$ cat src/rtl/irq_arb_pkg.sv
package irq_arb_pkg;
  localparam int LVL_W = 3;
  typedef logic [LVL_W-1:0] lvl_t;
  localparam lvl_t LVL_OFF = lvl_t'(7);
endpackage

$ cat src/rtl/irq_req_qualify.sv
module irq_req_qualify
  import irq_arb_pkg::*;
#(
  parameter int NUM_CH = 16
) (
  input  logic [NUM_CH-1:0]       flag,
  input  logic [NUM_CH-1:0]       en,
  input  logic [NUM_CH*LVL_W-1:0] lvl,
  output logic [NUM_CH-1:0]       active
);
  for (genvar c = 0; c < NUM_CH; c++) begin : g_ch
    assign active[c] = flag[c] & en[c] & (lvl[c*LVL_W +: LVL_W] != LVL_OFF);
  end
endmodule

$ cat src/rtl/irq_prio_tree.sv
module irq_prio_tree
  import irq_arb_pkg::*;
#(
  parameter int NUM_CH = 16,
  parameter int IDX_W  = (NUM_CH > 1) ? $clog2(NUM_CH) : 1
) (
  input  logic [NUM_CH-1:0]       active,
  input  logic [NUM_CH*LVL_W-1:0] lvl,
  input  logic [NUM_CH-1:0]       mode,
  output logic                    win_valid,
  output lvl_t                    win_lvl,
  output logic [IDX_W-1:0]        win_idx,
  output logic                    win_mode
);
  localparam int PAD   = 1 << $clog2(NUM_CH);
  localparam int NODES = 2 * PAD - 1;

  logic             nv [NODES];
  lvl_t             nl [NODES];
  logic [IDX_W-1:0] ni [NODES];
  logic             nm [NODES];

  for (genvar g = 0; g < PAD; g++) begin : g_leaf
    if (g < NUM_CH) begin : g_real
      assign nv[PAD-1+g] = active[g];
      assign nl[PAD-1+g] = lvl[g*LVL_W +: LVL_W];
      assign ni[PAD-1+g] = IDX_W'(g);
      assign nm[PAD-1+g] = mode[g];
    end else begin : g_pad
      assign nv[PAD-1+g] = 1'b0;
      assign nl[PAD-1+g] = LVL_OFF;
      assign ni[PAD-1+g] = '0;
      assign nm[PAD-1+g] = 1'b0;
    end
  end

  for (genvar n = 0; n < PAD - 1; n++) begin : g_node
    localparam int LC = 2 * n + 1;
    localparam int RC = 2 * n + 2;
    logic take_left;
    // left subtree holds lower indices, so ties resolve to it
    assign take_left = nv[LC] && (!nv[RC] || (nl[LC] <= nl[RC]));
    assign nv[n] = nv[LC] | nv[RC];
    assign nl[n] = take_left ? nl[LC] : nl[RC];
    assign ni[n] = take_left ? ni[LC] : ni[RC];
    assign nm[n] = take_left ? nm[LC] : nm[RC];
  end

  assign win_valid = nv[0];
  assign win_lvl   = nl[0];
  assign win_idx   = ni[0];
  assign win_mode  = nm[0];
endmodule

$ cat src/rtl/irq_accept_gate.sv
module irq_accept_gate
  import irq_arb_pkg::*;
#(
  parameter int IDX_W = 4
) (
  input  logic             clk,
  input  logic             rst,
  input  logic             win_valid,
  input  lvl_t             win_lvl,
  input  logic [IDX_W-1:0] win_idx,
  input  logic             win_mode,
  input  lvl_t             mask,
  input  logic             int_en,
  input  logic             boundary,
  input  logic             ack,
  output logic             held_valid,
  output logic [IDX_W-1:0] held_idx,
  output lvl_t             held_lvl,
  output logic             held_mode
);
  logic fire;
  assign fire = !held_valid && boundary && int_en && win_valid && (win_lvl < mask);

  always_ff @(posedge clk) begin
    if (rst) begin
      held_valid <= 1'b0;
      held_idx   <= '0;
      held_lvl   <= '0;
      held_mode  <= 1'b0;
    end else if (fire) begin
      held_valid <= 1'b1;
      held_idx   <= win_idx;
      held_lvl   <= win_lvl;
      held_mode  <= win_mode;
    end else if (held_valid && ack) begin
      held_valid <= 1'b0;
    end
  end
endmodule

$ cat src/rtl/irq_level_arbiter.sv
module irq_level_arbiter
  import irq_arb_pkg::*;
#(
  parameter int NUM_CH = 16,
  parameter int IDX_W  = (NUM_CH > 1) ? $clog2(NUM_CH) : 1
) (
  input  logic                    clk,
  input  logic                    rst,
  input  logic [NUM_CH-1:0]       req_flag,
  input  logic [NUM_CH-1:0]       req_en,
  input  logic [NUM_CH*LVL_W-1:0] ch_level,
  input  logic [NUM_CH-1:0]       ch_xfer,
  input  logic [LVL_W-1:0]        cpu_mask,
  input  logic                    cpu_int_en,
  input  logic                    insn_boundary,
  input  logic                    take_ack,
  output logic                    take_valid,
  output logic [IDX_W-1:0]        take_num,
  output logic [LVL_W-1:0]        take_level,
  output logic                    take_xfer
);
  logic [NUM_CH-1:0] active;
  logic              w_valid;
  lvl_t              w_lvl;
  logic [IDX_W-1:0]  w_idx;
  logic              w_mode;

  irq_req_qualify #(.NUM_CH(NUM_CH)) u_qual (
    .flag(req_flag), .en(req_en), .lvl(ch_level), .active(active)
  );

  irq_prio_tree #(.NUM_CH(NUM_CH), .IDX_W(IDX_W)) u_tree (
    .active(active), .lvl(ch_level), .mode(ch_xfer),
    .win_valid(w_valid), .win_lvl(w_lvl), .win_idx(w_idx), .win_mode(w_mode)
  );

  irq_accept_gate #(.IDX_W(IDX_W)) u_gate (
    .clk(clk), .rst(rst),
    .win_valid(w_valid), .win_lvl(w_lvl), .win_idx(w_idx), .win_mode(w_mode),
    .mask(cpu_mask), .int_en(cpu_int_en), .boundary(insn_boundary), .ack(take_ack),
    .held_valid(take_valid), .held_idx(take_num), .held_lvl(take_level),
    .held_mode(take_xfer)
  );
endmodule

$ cat config.mk
export PLATFORM = sky130hd
export DESIGN_NAME = irq_level_arbiter
export DESIGN_NICKNAME = d
export VERILOG_FILES = /design/src/rtl/irq_arb_pkg.sv /design/src/rtl/irq_req_qualify.sv /design/src/rtl/irq_prio_tree.sv /design/src/rtl/irq_accept_gate.sv /design/src/rtl/irq_level_arbiter.sv
export SDC_FILE = /design/constraint.sdc
export NUM_CORES = 1
export LEC_CHECK = 0
export BUFFER_PORTS_ARGS = -buffer_cell sky130_fd_sc_hd__buf_2
export CAP_MARGIN = 10
export CORE_UTILIZATION = 35
export DETAILED_ROUTE_END_ITERATION = 8
export GPL_ROUTABILITY_DRIVEN = 0
export PLACE_DENSITY = 0.67
export SETUP_SLACK_MARGIN = 0.02
export SLEW_MARGIN = 5
export SYNTH_ARGS = -nofsm -noshare
export SYNTH_HDL_FRONTEND = slang
export SYNTH_SLANG_ARGS = --single-unit
$ cat constraint.sdc
create_clock -name clk -period 17.7 [get_ports clk]
set_input_delay 3.54 -clock clk [delete_from_list [all_inputs] [get_ports clk]]
set_output_delay 3.54 -clock clk [all_outputs]
set_load 0.05 [all_outputs]
==> impl_metrics.yaml <==
detailed_routing:
  drt_wl_total_um: 7720
  wire_per_inst_um: 13.1
  drc: 0
  drt-pass1-iter-count: 4
  drtIter0Drc: 125
  antenna_left: 0
  via_count: 3200
  viasPerCell: 5.42
logic_synthesis:
  synthCells: 375
  synth-async-reset-ratio_pct: 0
  syn_area_um2: 2880
  yosysSeqAreaShare_pct: 6.27
  synth_warnings: 0
  synth_edf_count: 0
  synth_ff_type: "dfxtp_1"
  ys_types: 55
  synth_nets: 522
  netlist_top_cells_area: "ha_1 19%, mux2i_1 13%, dfxtp_1 6.3%"
  syn_avg_cell_area_um2: 7.67
  ys_ff_latch: 9
  synth_top_area_share_pct: 18.7
  yosys.area.top_type: "ha_1"
floorplanning:
  ios: 113
  core_um2: 7850
  start_util_pct: 36.6
  die_x_um: 92.6
  die_area_um2: 8580
  die_h_um: 92.6
  placementRows: 32
sta:
  period_share_pct: 65.3
  rsz0062_at_grt: "no"
  slew_violations: 0
  skew_ns: 0.00485
  whs_ns: 0.464
  setup-tns-final_ns: 0
  period_minus_slack_ns: 11.57
  slew-limit-headroom_pct: 42.3
  setup_viol: 0
  tightestPinTransition_ns: 0.860
  max_freq_mhz: 86.5
  finalHoldViolCount: 0
setup_path:
  worstSetupEndpointType: "register"
  critPathMaxFanout: 8
  crit_required_ns: 17.83
  crit_slowest_cell: "a211oi_1"
  slowest_delay_ns: 0.70
  crit_type: "in2reg"
  crit_top_cell: "ha_1"
  startpoint_type: "input pin"
  arrival_ns: 11.69
cts:
  post_cts_buffers: 0
  hold_buffers: 0
  tritoncts.num_buffers: 3
  root_buffer: "clkbuf_8"
  cts_sinks: 9
  cts_resized: 0
  clk_path_buf_depth: 2
  clk_pin_slew_worst_paths_ns: 0.05
  clk-insertion-delay-late_ns: 0.23
  cts_tree: "yes"
  cts_max_level: 1
cells_and_area:
  fill_cells: 825
  multi_input_area_um2: 2510
  drive_gt1_share_pct: 29.1
  nets: 636
  seqCellArea_um2: 180
  stdcell_area_um2: 3600
  antenna_cells: 0
  area_growth_syn_to_layout_pct: 25.1
grt:
  grt_max_degree: 12
  grt_use_total_pct: 17.8
  grt_pass1_wl_um: 13000
  antenna_found_initial: 0
  grt_pass1_vias: 3025
  overflow: 0
power_and_ir_drop:
  power_density_nw_per_um2: 64.7
  leakagePower_nw: 1.89
  vdd_drop_max_mv: 0.0329
job:
  max_cap_violations: 0
min_path:
  hold_path.class: "reg2reg"
outcome:
  status: "finished, final reports clean"
placed_design:
  portBuffers: 112
  dpl_cell_area_um2: 3550
  hpwl_um: 6740
## state kept, by name, summed over array words and instances (netlist names)
| signal | cells |
|---|---|
| u_gate.held_mode | 1 |
| u_gate.held_valid | 1 |
| u_gate.held_lvl | 3 |
| u_gate.held_idx | 4 |
## cells in the final DEF (no fill, tap or decap), types with 12 or more instances in the layout
cell     synthesis  layout
a21oi_1         28      28
ha_1            43      43
inv_1           46      46
mux2i_1         36      36
and3_1          12      12
buf_2            0     112
nor2_1          17      17
nand3_1         23      23
o21ai_0         12      12
nand2_1         25      25
## power breakdown
part            total, W  internal, W  switching [W]
Combinational   0.000178    0.0000699       0.000108
Sequential     0.0000302    0.0000266     0.00000358
Clock          0.0000242    0.0000157     0.00000851
Total           0.000233     0.000112       0.000120
## routing by layer
layer / global-route usage [%] / wire [um] / vias to the layer above
li1: - / - / 1636
met3: 2.05 / 452 / 4
met5: 0 / 0 / -
met4: 2.31 / 40 / 0
met2: 32.1 / 3740 / 108
met1: 23.1 / 3490 / 1452
## worst paths after layout
path	start	end	slack, ns	depth (start not counted)
worst min-delay path	u_gate.held_mode	u_gate.held_mode	0.46	2
worst max register to register	u_gate.held_valid	u_gate.held_lvl[1]	15.39	6
worst max-delay path	ch_level[1]	u_gate.held_lvl[1]	6.13	36
worst min register to register	u_gate.held_mode	u_gate.held_mode	0.46	2
## cell usage after synthesis, drive strengths merged, types with 2 or more instances
cell type  count
inv           46
ha            43
mux2i         37
a21oi         28
nand3         26
nand2         25
a211oi        19
nor2          17
o21ai         16
and3          13
and2          10
dfxtp          9
nor2b          7
a21o           6
a31oi          6
mux2           6
nand2b         6
o21a           6
a2111oi        5
a211o          4
o211ai         4
a32oi          3
clkbuf         3
nand4          3
nor3           3
a221oi         2
a31o           2
nand3b         2
o211a          2
o22ai          2
o32a           2
or3            2
## area by class of cell
type | instances | area share [%]
Timing Repair Buffer | 112 | 15.6
Inverter | 47 | 4.90
Clock buffer | 4 | 1.25
Sequential cell | 9 | 5.01
Tap cell | 102 | 3.55
Multi-Input combinational cell | 316 | 69.7
## worst max-delay path, delay by kind of cell
| kind | cells | cell delay (ns) |
|---|---|---|
| adders and majority gates | 5 | 1.34 |
| and+or+nand+nor | 11 | 1.86 |
| AOI/OAI and AO/OA | 15 | 3.68 |
| buffers and inverters | 3 | 0.53 |
| muxes | 2 | 0.71 |
## kinds of logic (layout without fill, tap and decap cells)
group                      Yosys count  after routing  synth area share [%]
AOI/OAI and AO/OA                  113            113                  31.4
adders and majority gates           43             43                  18.7
buffers and inverters               50            163                  6.53
DFF                                  9              9                  6.27
muxes                               43             43                  15.5
and+or+nand+nor                    117            117                  21.6
## through the flow
stage / util, % / instances / setup slack [ns] / total power (W)
final: 45.8 / 590 / 6.13 / 0.000233
after global routing: 45.8 / 590 / 5.44 / 0.000255
after CTS: 45.8 / 590 / 6.24 / 0.000233
after detailed placement: 45.3 / 586 / 5.99 / 0.000208
after global placement: 45.3 / 586 / 6.24 / 0.000205
after floorplan: - / 375 / 7.00 / 0.000162
Power figures use the tool's default switching activity.
